### src/rtl/lvl_dvfs_pkg.sv
package lvl_dvfs_pkg;
  localparam int unsigned LVL_N  = 4;
  localparam int unsigned LVL_W  = 2;
  localparam int unsigned DIV_W  = 3;
  localparam int unsigned REF_W  = 2;
  localparam int unsigned SLOT_W = DIV_W + 1 + REF_W;   // {div, clk, ref}

  // field positions inside a 16-bit level slot
  localparam int unsigned HALF_SHIFT = 16;
  localparam int unsigned DIV_LSB    = 13;
  localparam int unsigned CSEL_BIT   = 11;
  localparam int unsigned REF_LSB    = 9;

  // static register fields
  localparam int unsigned ST_REF_LSB = 0;
  localparam int unsigned ST_CSEL    = 4;
  localparam int unsigned ST_DIV_LSB = 8;
  localparam int unsigned DYN_BIT    = 31;

  localparam logic [7:0] OFS_STATIC = 8'h00;
  localparam logic [7:0] OFS_PAIR01 = 8'h18;
  localparam logic [7:0] OFS_PAIR23 = 8'h1C;
  localparam logic [7:0] OFS_DYN    = 8'h24;
  localparam logic [7:0] OFS_LOAD   = 8'h30;
  localparam logic [7:0] OFS_SETTLE = 8'h34;

  typedef logic [SLOT_W-1:0] slot_t;
  typedef enum logic {SQ_IDLE, SQ_SETTLE} sq_state_t;

  function automatic slot_t pick_slot(input logic [15:0] half);
    return {half[DIV_LSB +: DIV_W], half[CSEL_BIT], half[REF_LSB +: REF_W]};
  endfunction

  function automatic logic [15:0] spread_slot(input slot_t s);
    return {s[SLOT_W-1 -: DIV_W], 1'b0, s[REF_W], s[REF_W-1:0], 9'b0};
  endfunction
endpackage

### src/rtl/lvl_dvfs_regs.sv
module lvl_dvfs_regs
  import lvl_dvfs_pkg::*;
#(
  parameter int unsigned ADDR_W = 8,
  parameter int unsigned CNT_W  = 16
) (
  input  logic                      clk,
  input  logic                      rst,
  input  logic                      wr,
  input  logic [ADDR_W-1:0]         addr,
  input  logic [31:0]               wdata,
  input  logic                      bcast,
  input  logic [REF_W-1:0]          bcast_sel,
  input  logic [LVL_W-1:0]          cur_level,
  output logic [31:0]               rdata,
  output logic [LVL_N-1:0][SLOT_W-1:0] slots,
  output logic [REF_W-1:0]          stat_ref,
  output logic                      stat_clk,
  output logic [DIV_W-1:0]          stat_div,
  output logic                      dyn_en,
  output logic [CNT_W-1:0]          settle
);
  localparam logic [ADDR_W-1:0] A_STATIC = ADDR_W'(OFS_STATIC);
  localparam logic [ADDR_W-1:0] A_PAIR01 = ADDR_W'(OFS_PAIR01);
  localparam logic [ADDR_W-1:0] A_PAIR23 = ADDR_W'(OFS_PAIR23);
  localparam logic [ADDR_W-1:0] A_DYN    = ADDR_W'(OFS_DYN);
  localparam logic [ADDR_W-1:0] A_LOAD   = ADDR_W'(OFS_LOAD);
  localparam logic [ADDR_W-1:0] A_SETTLE = ADDR_W'(OFS_SETTLE);

  logic  unused_wdata;
  slot_t w_even, w_odd;
  logic [31:0] rd_n;

  assign unused_wdata = ^wdata;
  assign w_even = pick_slot(wdata[31:16]);
  assign w_odd  = pick_slot(wdata[15:0]);

  always_ff @(posedge clk) begin
    if (rst) begin
      slots    <= '0;
      stat_ref <= '0;
      stat_clk <= 1'b0;
      stat_div <= '0;
      dyn_en   <= 1'b0;
      settle   <= '0;
    end else begin
      for (int g = 0; g < LVL_N; g++) begin
        if (wr && addr == ((g < 2) ? A_PAIR01 : A_PAIR23))
          slots[g] <= (g % 2 == 0) ? w_even : w_odd;
        if (bcast)
          slots[g][REF_W-1:0] <= bcast_sel;
      end
      if (wr && addr == A_STATIC) begin
        stat_ref <= wdata[ST_REF_LSB +: REF_W];
        stat_clk <= wdata[ST_CSEL];
        stat_div <= wdata[ST_DIV_LSB +: DIV_W];
      end
      if (wr && addr == A_DYN)    dyn_en <= wdata[DYN_BIT];
      if (wr && addr == A_SETTLE) settle <= wdata[CNT_W-1:0];
    end
  end

  always_comb begin
    rd_n = '0;
    case (addr)
      A_STATIC: begin
        rd_n[ST_REF_LSB +: REF_W] = stat_ref;
        rd_n[ST_CSEL]             = stat_clk;
        rd_n[ST_DIV_LSB +: DIV_W] = stat_div;
      end
      A_PAIR01: rd_n = {spread_slot(slots[0]), spread_slot(slots[1])};
      A_PAIR23: rd_n = {spread_slot(slots[2]), spread_slot(slots[3])};
      A_DYN:    rd_n[DYN_BIT] = dyn_en;
      A_LOAD:   rd_n[LVL_W-1:0] = cur_level;
      A_SETTLE: rd_n = 32'(settle);
      default:  rd_n = '0;
    endcase
  end

  always_ff @(posedge clk) begin
    if (rst) rdata <= '0;
    else     rdata <= rd_n;
  end
endmodule

### src/rtl/lvl_dvfs_seq.sv
module lvl_dvfs_seq
  import lvl_dvfs_pkg::*;
#(
  parameter int unsigned CNT_W = 16
) (
  input  logic                         clk,
  input  logic                         rst,
  input  logic                         dyn_en,
  input  logic                         lvl_req,
  input  logic [LVL_W-1:0]             lvl_target,
  input  logic                         rate_req,
  input  logic [DIV_W-1:0]             rate_div,
  input  logic                         par_req,
  input  logic [CNT_W-1:0]             settle,
  input  logic [LVL_N-1:0][DIV_W-1:0]  lvl_divs,
  output logic [LVL_W-1:0]             cur_level,
  output logic                         busy,
  output logic                         req_err,
  output logic                         bcast
);
  sq_state_t        state;
  logic [CNT_W-1:0] cnt;
  logic [LVL_N-1:0] match;
  logic [LVL_W-1:0] hit_lvl, tgt;
  logic             go, err_n;

  for (genvar g = 0; g < LVL_N; g++) begin : g_match
    assign match[g] = (lvl_divs[g] == rate_div);
  end

  always_comb begin
    hit_lvl = '0;
    for (int i = LVL_N - 1; i >= 0; i--)
      if (match[i]) hit_lvl = LVL_W'(i);
  end

  always_comb begin
    go = 1'b0; tgt = '0; err_n = 1'b0; bcast = 1'b0;
    if (state == SQ_IDLE) begin
      if (lvl_req) begin
        if (dyn_en) begin go = 1'b1; tgt = lvl_target; end
        else err_n = 1'b1;
      end else if (rate_req) begin
        if (dyn_en && |match) begin go = 1'b1; tgt = hit_lvl; end
        else err_n = 1'b1;
      end else if (par_req) begin
        if (dyn_en) err_n = 1'b1;
        else bcast = 1'b1;
      end
    end
  end

  assign busy = (state == SQ_SETTLE);

  always_ff @(posedge clk) begin
    if (rst) begin
      state     <= SQ_IDLE;
      cur_level <= '0;
      cnt       <= '0;
      req_err   <= 1'b0;
    end else begin
      req_err <= err_n;
      case (state)
        SQ_IDLE: if (go) begin
          if (tgt == '0 && cur_level[LVL_W-1]) begin
            cur_level <= LVL_W'(1);
            cnt       <= settle;
            state     <= SQ_SETTLE;
          end else begin
            cur_level <= tgt;
          end
        end
        SQ_SETTLE: begin
          if (cnt == '0) begin
            cur_level <= '0;
            state     <= SQ_IDLE;
          end else begin
            cnt <= cnt - 1'b1;
          end
        end
        default: state <= SQ_IDLE;
      endcase
    end
  end
endmodule

### src/rtl/lvl_dvfs_sel.sv
module lvl_dvfs_sel
  import lvl_dvfs_pkg::*;
(
  input  logic                         clk,
  input  logic                         rst,
  input  logic                         dyn_en,
  input  logic [LVL_N-1:0][SLOT_W-1:0] slots,
  input  logic [LVL_W-1:0]             cur_level,
  input  logic [REF_W-1:0]             stat_ref,
  input  logic                         stat_clk,
  input  logic [DIV_W-1:0]             stat_div,
  output logic [REF_W-1:0]             act_ref,
  output logic                         act_clk,
  output logic [DIV_W-1:0]             act_div
);
  slot_t cur_slot;
  assign cur_slot = slots[cur_level];

  always_ff @(posedge clk) begin
    if (rst) begin
      act_ref <= '0; act_clk <= 1'b0; act_div <= '0;
    end else if (dyn_en) begin
      act_ref <= cur_slot[REF_W-1:0];
      act_clk <= cur_slot[REF_W];
      act_div <= cur_slot[SLOT_W-1 -: DIV_W];
    end else begin
      act_ref <= stat_ref;
      act_clk <= stat_clk;
      act_div <= (stat_div == '1) ? '0 : stat_div;
    end
  end
endmodule

### src/rtl/lvl_dvfs_ctrl.sv
module lvl_dvfs_ctrl
  import lvl_dvfs_pkg::*;
#(
  parameter int unsigned ADDR_W = 8,
  parameter int unsigned CNT_W  = 16
) (
  input  logic              clk,
  input  logic              rst,
  input  logic              reg_wr,
  input  logic [ADDR_W-1:0] reg_addr,
  input  logic [31:0]       reg_wdata,
  output logic [31:0]       reg_rdata,
  input  logic              lvl_req,
  input  logic [1:0]        lvl_target,
  input  logic              rate_req,
  input  logic [2:0]        rate_div,
  input  logic              par_req,
  input  logic [1:0]        par_sel,
  output logic [1:0]        cur_level,
  output logic              busy,
  output logic              req_err,
  output logic [1:0]        act_ref,
  output logic              act_clk,
  output logic [2:0]        act_div
);
  logic [LVL_N-1:0][SLOT_W-1:0] slots;
  logic [LVL_N-1:0][DIV_W-1:0]  lvl_divs;
  logic [REF_W-1:0]             stat_ref;
  logic                         stat_clk;
  logic [DIV_W-1:0]             stat_div;
  logic                         dyn_en, bcast;
  logic [CNT_W-1:0]             settle;

  for (genvar g = 0; g < LVL_N; g++) begin : g_divs
    assign lvl_divs[g] = slots[g][SLOT_W-1 -: DIV_W];
  end

  lvl_dvfs_regs #(.ADDR_W(ADDR_W), .CNT_W(CNT_W)) regs_i (
    .clk(clk), .rst(rst), .wr(reg_wr), .addr(reg_addr), .wdata(reg_wdata),
    .bcast(bcast), .bcast_sel(par_sel), .cur_level(cur_level),
    .rdata(reg_rdata), .slots(slots), .stat_ref(stat_ref),
    .stat_clk(stat_clk), .stat_div(stat_div), .dyn_en(dyn_en), .settle(settle)
  );

  lvl_dvfs_seq #(.CNT_W(CNT_W)) seq_i (
    .clk(clk), .rst(rst), .dyn_en(dyn_en), .lvl_req(lvl_req),
    .lvl_target(lvl_target), .rate_req(rate_req), .rate_div(rate_div),
    .par_req(par_req), .settle(settle), .lvl_divs(lvl_divs),
    .cur_level(cur_level), .busy(busy), .req_err(req_err), .bcast(bcast)
  );

  lvl_dvfs_sel sel_i (
    .clk(clk), .rst(rst), .dyn_en(dyn_en), .slots(slots),
    .cur_level(cur_level), .stat_ref(stat_ref), .stat_clk(stat_clk),
    .stat_div(stat_div), .act_ref(act_ref), .act_clk(act_clk),
    .act_div(act_div)
  );
endmodule

### config.mk
export PLATFORM = sky130hd
export DESIGN_NAME = lvl_dvfs_ctrl
export DESIGN_NICKNAME = d
export VERILOG_FILES = /design/src/rtl/lvl_dvfs_pkg.sv /design/src/rtl/lvl_dvfs_regs.sv /design/src/rtl/lvl_dvfs_seq.sv /design/src/rtl/lvl_dvfs_sel.sv /design/src/rtl/lvl_dvfs_ctrl.sv
export SDC_FILE = /design/constraint.sdc
export NUM_CORES = 1
export LEC_CHECK = 0
export ABC_AREA = 1
export BUFFER_PORTS_ARGS = -buffer_cell sky130_fd_sc_hd__buf_4
export CORE_MARGIN = 10
export CORE_UTILIZATION = 30
export DETAILED_ROUTE_END_ITERATION = 12
export SLEW_MARGIN = 5
export SYNTH_ARGS = -nofsm -noshare
export SYNTH_HDL_FRONTEND = slang
export SYNTH_SLANG_ARGS = --single-unit
### constraint.sdc
create_clock -name clk -period 5.5 [get_ports clk]
set_clock_uncertainty 0.15 [all_clocks]
set_input_delay 0 -clock clk [delete_from_list [all_inputs] [get_ports clk]]
set_output_delay 0 -clock clk [all_outputs]
set_load 0.005 [all_outputs]
==> flow_metrics.tcl, run 1 <==
set metrics [dict create \
    grt_max_degree 38 \
    rsz0062_at_grt "false" \
    cpMostUsedCell "nand2_1" \
    ys_types 42 \
    crit_slowest_cell "dlygate4sd3_1" \
    synth.avg_cell_area_sq_um 7.034 \
    antenna_found_initial 0 \
    worstSetupEndpointType "flip-flop" \
    hold_viol 0 \
    track_usage_pct 12.96 \
    start_kind "input port" \
    hold-worst-slack_ps 9.347 \
    hp-class "in -> reg" \
    min_period_ps 3082 \
    cp_max_fo 15 \
    synthArstFlopShare_pct 0 \
    setup_tns_ps 0 \
    postCtsResizedCells 0 \
    die_h_microns 143.7 \
    path_delay_family "buffers and inverters" \
    crit_type "in -> reg" \
    drt_wl_total_microns 13340 \
    irDropWorstVdd_v 0.0001733 \
    synth_seq_area_share_pct 41.41 \
    max-cap-violations 0 \
    first_pass_iters 6 \
    placed_cell_area_sq_mm 0.005206 \
    viasPerCell 4.657 \
    cts_max_level 3 \
    diodes 0 \
    portBuffers 74 \
    synth_edf_count 0 \
    synthTopCellsByCount "nand2_1, dfxtp_1, inv_1, nor2_1, a21oi_1" \
    synth_cells 653 \
    wire_per_inst_microns 14.02 \
    clk_pin_slew_ps 70 \
    worstSkewPairLatency_ps 350 \
    drtIter0Drc 271 \
    postCtsSetupRepairBufs 0 \
    antenna_left 0 \
    via_count 4429 \
    cts_tree "done" \
    finalCritPeriodShare_pct 56.04 \
    worst_ep_arrival_time_ps 3220 \
    synth_area_leaders "dfxtp_1, nand2_1, a21oi_1" \
    drive_above_1_share_pct 15.33 \
    status "finished clean" \
    total_power_mw 1.632 \
    syn_area_sq_mm 0.004593 \
    drc 0 \
    cp_num_buf_inv 4 \
    worst_slew_pin_slew_ps 911.3 \
    crit_chain "dlygate4sd3_1 -> buf_4 -> nor2_1 -> nand2_1 -> nor4_4 -> nand2_2 -> inv_2 -> nand2_1 -> nand2_1 -> o21ai_0 -> a31oi_1 -> dlygate4sd3_1" \
    numCtsBuffers 9 \
    drv_slew 0 \
    grt_first_pass_wirelength_microns 21540 \
    synth_top_cell_by_area "dfxtp_1" \
    dp_hpwl_microns 9549 \
    num_rows 45 \
    place_ws_ps 2849 \
    finalWorstSetupSlack_ps 2418 \
    power-per-cell-area_mw_per_mm2 268.4 \
    ctsHoldBuffers 48 \
    synth_top_area_share_pct 41.41 \
    setup_viol 0 \
    nNetsFinal 812 \
    area_growth_syn_to_layout_pct 32.36 \
    clockRootBuffer "clkbuf_16" \
    core_sq_mm 0.01509 \
    clock_path_buffers 2 \
    grt_pass1_vias 4214 \
    clock.fmax_mhz 324.4 \
    die_w_microns 143.7 \
    gp_congestion 0.8103 \
    ys_ff_latch 95 \
    finalInstanceArea_sq_mm 0.006080 \
    yosys_warnings 0 \
    ios 95 \
    p_leak_nw 2.630 \
    overflow 0 \
    clock_sinks 95 \
    cpPeakStageDelay_ps 580 \
    initial_utilization_pct 30.44 \
    synth.most_common_cell "nand2_1" \
    critical_path_required_ps 5640 \
    slew_headroom_pct 38.87 \
    die_area_sq_mm 0.02066 \
    synth-main-ff-cell "dfxtp_1" \
]
==> per-layer routing <==
| metal | global-route usage (%) | vias up | wire, microns | part of all wire [%] |
|---|---|---|---|---|
| met2 | 21.48 | 94 | 6571 | 49 |
| met1 | 16.58 | 2020 | 6144 | 46 |
| met3 | 2.772 | 11 | 461 | 3.5 |
| li1 | - | 2304 | - | - |
| met5 | 0 | - | 0 | 0 |
| met4 | 3.546 | 0 | 159 | 1.2 |
==> per-stage QoR <==
stage          instances  util, %
2_1_floorplan        662        -
3_3_place_gp         887    34.50
3_5_place_dp         887    34.50
4_1_cts              951    40.29
5_1_grt              951    40.29
6_report             951    40.29
==> cell families (layout without fill, tap and decap cells) <==
family | after synthesis | count (layout) | synth area share (%)
and+or+nand+nor | 252 | 252 | 23.35
AOI/OAI and AO/OA | 165 | 165 | 19.83
buffers and inverters | 124 | 225 | 11.88
DFF | 95 | 95 | 41.41
xor gates and xnor gates | 15 | 15 | 3.187
adders and majority gates | 1 | 1 | 0.2724
other | 1 | 10 | 0.08164
==> power by group <==
part	switching (mW)	internal (mW)
logic	0.0580	0.0563
clock network	0.280	0.539
registers	0.00611	0.693
total	0.344	1.29
==> worst register-to-register path, delay by kind of cell (launching register included) <==
kind / cells / cell delay, ps
AO/OA/AOI/OAI: 2 / 300
buffers and inverters: 1 / 570
flip-flops: 1 / 750
AND/OR/NAND/NOR: 3 / 710
==> state kept, by name, indices dropped and copies added, names as in the netlist, 3 cells and up <==
| signal | flops |
|---|---|
| regs_i.rdata | 22 |
| sel_i.act_div | 3 |
| regs_i.stat_div | 3 |
| regs_i.slots | 24 |
| regs_i.settle | 16 |
| seq_i.cnt | 16 |
==> worst paths after layout <==
check	start	to	slack (ps)	cells after the start
max	reg_addr[6]	regs_i.slots[1]	2420	12
min	reg_addr[0]	regs_i.dyn_en	9	6
max reg2reg	regs_i.dyn_en	regs_i.slots[1]	2890	6
min reg2reg	regs_i.settle[12]	regs_i.rdata[12]	310	2
==> cells in the final DEF (no fill, tap or decap), types with 9 or more instances in the layout <==
master,count
a21oi_1,67
buf_4,76
clkbuf_16,9
conb_1,10
dfxtp_1,95
dlygate4sd3_1,48
inv_1,76
nand2_1,127
nand3_1,32
nor2_1,71
o21ai_0,66
==> layout make-up <==
cell class | instances | area [sq um]
Clock buffer | 9 | 225.2
Clock inverter | 7 | 167.7
Fill cell | 1526 | 9010
Inverter | 85 | 319.1
Multi-Input combinational cell | 443 | 2180
Sequential cell | 95 | 1902
Tap cell | 188 | 235.2
Timing Repair Buffer | 124 | 1051
Note: power is estimated with default switching activity, not from simulation.
==> inputs of run 2 (changes only) <==
clock period = 2.5 ns   (was 5.5 ns; I/O delays follow)
==> flow_metrics.tcl, run 2 (synthesized netlist as in run 1, its figures left out) <==
set metrics [dict create \
    status "finished clean" \
    nNetsFinal 813 \
    start_kind "input port" \
    p_leak_nw 2.600 \
    ios 95 \
    crit_type "in -> reg" \
    clock_sinks 95 \
    r2r_cells 6 \
    worstSetupEndpointType "flip-flop" \
    clk_pin_slew_ps 70 \
    largest_register_ffs 24 \
    mostFrequentLayoutCells "nand2_1, dfxtp_1, buf_4" \
    drtIter0Drc 337 \
    clock_path_buffers 2 \
    drv_slew 0 \
    postCtsSetupRepairBufs 0 \
    num_rows 45 \
    switching_share_pct 22.07 \
    track_usage_pct 13.12 \
    portBuffers 74 \
    rsz0062_at_grt "false" \
    grt_max_degree 38 \
    reg_top3 "regs_i.slots x24, regs_i.rdata x22" \
    area_growth_syn_to_layout_pct 31.00 \
    rr_endpoint "regs_i.slots[1]" \
    final_common_cell "nand2_1" \
    first_pass_iters 5 \
    n_fill_cell 1558 \
    grt_pass1_vias 4320 \
    r2r_slack_ps 180 \
    cts_tree "done" \
    numCtsBuffers 9 \
    p_seq_share_pct 46.1 \
    whs_path_depth 5 \
    die_h_microns 143.7 \
    cp_max_fo 37 \
    hold_viol 0 \
    drt_wl_total_microns 13360 \
    clockRootBuffer "clkbuf_16" \
    dp_hpwl_microns 9787 \
    max-cap-violations 0 \
    min-delay-start "reg_addr[4]" \
    die_area_sq_mm 0.02066 \
    overflow 0 \
    power-per-cell-area_mw_per_mm2 551.5 \
    pwr-share-clk_pct 46.0 \
    viasPerCell 4.660 \
    place_ws_ps 329.4 \
    p_int_mw 2.586 \
    grt_first_pass_wirelength_microns 21760 \
    r2r_start "regs_i.dyn_en" \
    core_sq_mm 0.01509 \
    antenna_found_initial 0 \
    clock.fmax_mhz 419.0 \
    cts_max_level 3 \
    min_period_ps 2387 \
    gp_congestion 0.8491 \
    switching_power_mw 0.7323 \
    antenna_left 0 \
    setup_tns_ps 0 \
    drive_above_1_share_pct 16.75 \
    irDropWorstVdd_v 0.0002837 \
    hold_end "regs_i.rdata[4]" \
    drc 0 \
    via_count 4436 \
    critical_path_required_ps 2580 \
    total_power_mw 3.318 \
    die_w_microns 143.7 \
    hp-class "in -> reg" \
    regMostFlops "regs_i.slots" \
    comb_power_share_pct 7.9 \
    worst_ep_arrival_time_ps 2470 \
    finalWorstSetupSlack_ps 113.4 \
    setup_viol 0 \
    finalCritPeriodShare_pct 95.46 \
    diodes 0 \
    wire_per_inst_microns 14.04 \
    worstSkewPairLatency_ps 340 \
    initial_utilization_pct 30.44 \
]
run 2: layout make-up:
cell class                 instances  area, sq um  area share (%)
sequential                        95         1902           31.61
timing repair buffer             125         1044           17.34
tap                              188        235.2           3.909
inverter                          85        319.1           5.303
clock buffer                      12        256.5           4.263
clock inverter                     4        76.32           1.268
multi-input combinational        443         2185           36.31
run 2: timing repair:
item,in CTS,in global routing
hold buffers,39,0
endpoints found under the hold margin,60,0
endpoints found under the setup margin,0,2
gates resized for setup,0,4
run 2: worst max-delay path by stage:
stage                     slack, ps         start                  to  cells past startpoint
after global routing              7           rst       regs_i.dyn_en                      8
after global placement          380  seq_i.cnt[0]       seq_i.cnt[14]                     12
after detailed placement        330  seq_i.cnt[0]       seq_i.cnt[11]                     12
after floorplan                 630  seq_i.cnt[0]  seq_i.cur_level[0]                     13
after CTS                        60           rst       regs_i.dyn_en                      8
final                           110           rst       regs_i.dyn_en                      8
run 2: layer usage:
metal,track usage (%),up-vias,share of wire [%]
met5,0,-,0
met4,4.245,0,1.8
met3,2.673,21,4.3
met2,21.78,102,48
met1,16.58,2006,46
li1,-,2307,-
run 2: power by group through the flow:
| stage | sequential (mW) | combinational, mW | clock (mW) |
|---|---|---|---|
| after floorplan | 1.56 | 0.127 | 0 |
| after global placement | 1.57 | 0.212 | 0 |
| after detailed placement | 1.57 | 0.212 | 0 |
| after CTS | 1.53 | 0.257 | 1.55 |
| after global routing | 1.53 | 0.289 | 1.63 |
| final | 1.53 | 0.261 | 1.53 |
run 2: critical path: stages:
cell           delay (ps)
dlygate4sd3_1         530
buf_4                 270
clkinv_1              180
buf_8                 220
o21ai_0                90
dlygate4sd3_1         560
a21oi_1                40
dlygate4sd3_1         550
run 2: per-stage QoR:
step           hold slack (ps)  util (%)  cell area [sq um]  instances
2_1_floorplan            14.46         -               4627        662
3_3_place_gp             132.3     35.00               5281        897
3_5_place_dp             141.4     35.00               5281        897
4_1_cts                  1.868     39.79               6005        952
5_1_grt                  12.74     39.88               6017        952
6_report                 13.51     39.88               6017        952
==> inputs of run 3 (changes only) <==
GPL_ROUTABILITY_DRIVEN = 1   (was default)
clock period = 2.7 ns   (was 2.5 ns; I/O delays follow)
==> flow_metrics.tcl, run 3 (synthesized netlist as in run 1, its figures left out) <==
set metrics [dict create \
    status "finished clean" \
    worstSkewPairLatency_ps 340 \
    die_h_microns 143.7 \
    p_int_mw 2.274 \
    dp_hpwl_microns 9652 \
    antenna_left 0 \
    r2r_slack_ps 410 \
    clock.fmax_mhz 396.3 \
    portBuffers 74 \
    min-delay-start "reg_addr[2]" \
    grt_max_degree 72 \
    drc 0 \
    area_growth_syn_to_layout_pct 31.11 \
    switching_power_mw 0.7038 \
    ios 95 \
    overflow 0 \
    mostFrequentLayoutCells "nand2_1, dfxtp_1, buf_4" \
    start_kind "input port" \
    hold-worst-slack_ps 16.96 \
    max-cap-violations 0 \
    antenna_found_initial 0 \
    cp_max_fo 9 \
    p_seq_share_pct 47.6 \
    track_usage_pct 12.85 \
    clockRootBuffer "clkbuf_16" \
    regMostFlops "regs_i.slots" \
    power-per-cell-area_mw_per_mm2 494.5 \
    crit_chain "dlygate4sd3_1 -> buf_4 -> nor4_4 -> nand2_2 -> inv_4 -> nand3_1 -> dlygate4sd3_1 -> a21oi_1 -> dlygate4sd3_1" \
    stdcell_count 956 \
    min_period_ps 2523 \
    crit_slowest_cell "dlygate4sd3_1" \
    drv_slew 0 \
    comb_power_share_pct 8.0 \
    rsz0062_at_grt "false" \
    path_delay_family "buffers and inverters" \
    p_leak_nw 2.603 \
    drtIter0Drc 260 \
    critical_path_required_ps 2840 \
    regArea_sq_mm 0.001902 \
    crit_type "in -> reg" \
    hp-class "in -> reg" \
    worst_slew_pin_slew_ps 681.0 \
    finalCritPeriodShare_pct 93.46 \
    finalWorstSetupSlack_ps 176.6 \
    irDropWorstVdd_v 0.0002559 \
    clock_sinks 95 \
    setup_viol 0 \
    r2r_start "regs_i.dyn_en" \
    num_rows 45 \
    die_w_microns 143.7 \
    r2r_cells 6 \
    cp_num_buf_inv 5 \
    dp.cells 895 \
    diodes 0 \
    die_area_sq_mm 0.02066 \
    slew_headroom_pct 54.60 \
    grt_pass1_vias 4280 \
    viasPerCell 4.615 \
    worstSetupEndpointType "flip-flop" \
    initial_utilization_pct 30.44 \
    drt_wl_total_microns 13320 \
    nNetsFinal 817 \
    n_fill_cell 1589 \
    multiInputGateArea_sq_mm 0.002182 \
    reg_top3 "regs_i.slots x24, regs_i.rdata x22" \
    total_power_mw 2.978 \
    whs_path_depth 5 \
    clk_pin_slew_ps 70 \
    switching_share_pct 23.63 \
    place_ws_ps 514.4 \
    numCtsBuffers 9 \
    core_sq_mm 0.01509 \
    via_count 4412 \
    clock_path_buffers 2 \
    final_common_cell "nand2_1" \
    cts_tree "done" \
    cts_max_level 3 \
    hold_end "regs_i.rdata[25]" \
    first_pass_iters 4 \
    grt_first_pass_wirelength_microns 21440 \
    hold_viol 0 \
    cpMostUsedCell "dlygate4sd3_1" \
    gp_congestion 0.8203 \
    largest_register_ffs 24 \
    rr_endpoint "regs_i.slots[0]" \
    wire_per_inst_microns 13.94 \
    setup_tns_ps 0 \
    pwr-share-clk_pct 44.4 \
    drive_above_1_share_pct 16.80 \
    worst_ep_arrival_time_ps 2660 \
    cpPeakStageDelay_ps 570 \
]
run 3: cell count changes in the layout (fill, tap and decap cells not counted), sizes merged:
cell	change
buf	+1
dlygate4sd3	+3
clkinv	+3
bufinv	-1
clkbuf	-2
run 3: final cells by class:
class / instances / share of cell area, %
Inverter: 85 / 5.340
Clock inverter: 6 / 1.143
Sequential cell: 95 / 31.58
Multi-Input combinational cell: 443 / 36.24
Tap cell: 188 / 3.906
Timing Repair Buffer: 129 / 17.83
Clock buffer: 10 / 3.968
run 3: power groups by stage:
stage	Combinational [mW]	Clock (mW)	Sequential (mW)
after floorplan	0.117	0	1.45
after global placement	0.195	0	1.45
after detailed placement	0.196	0	1.45
after CTS	0.238	1.34	1.42
after global routing	0.265	1.40	1.42
final	0.240	1.32	1.42
run 3: worst reg2reg max path, delay by kind of cell (launching register included):
family	cells	cell delay (ps)
compound gates	2	280
buf+inv	1	560
flops	1	380
simple gates	3	860
run 3: layer usage:
metal,share of wire (%),GRT usage (%),vias up,wire length (microns)
met5,0,0,-,0
met2,48,21.02,90,6440
met3,4.2,2.475,14,564
li1,-,-,2313,-
met1,46,16.42,1995,6165
met4,1.1,4.567,0,153
run 3: timing repair:
action,in CTS,in global routing
hold buffers,42,0
hold endpoints to repair,61,0
setup buffers,0,3
resized for setup,0,2
setup endpoints to repair,0,3
run 3: worst max path at each step:
stage	startpoint	end	slack, ps	cells past startpoint
5_1_grt	reg_addr[5]	regs_i.slots[2]	60	9
6_report	reg_addr[5]	regs_i.slots[2]	180	9
3_5_place_dp	reg_addr[1]	regs_i.slots[7]	510	10
2_1_floorplan	seq_i.cnt[0]	seq_i.cur_level[0]	830	13
3_3_place_gp	seq_i.cnt[0]	seq_i.cnt[14]	560	12
4_1_cts	reg_addr[5]	regs_i.slots[2]	90	9
run 3: per-stage QoR:
step	utilization [%]	area (sq um)
5_1_grt	39.91	6022
4_1_cts	39.73	5995
6_report	39.91	6022
2_1_floorplan	-	4627
3_3_place_gp	34.90	5266
3_5_place_dp	34.90	5266
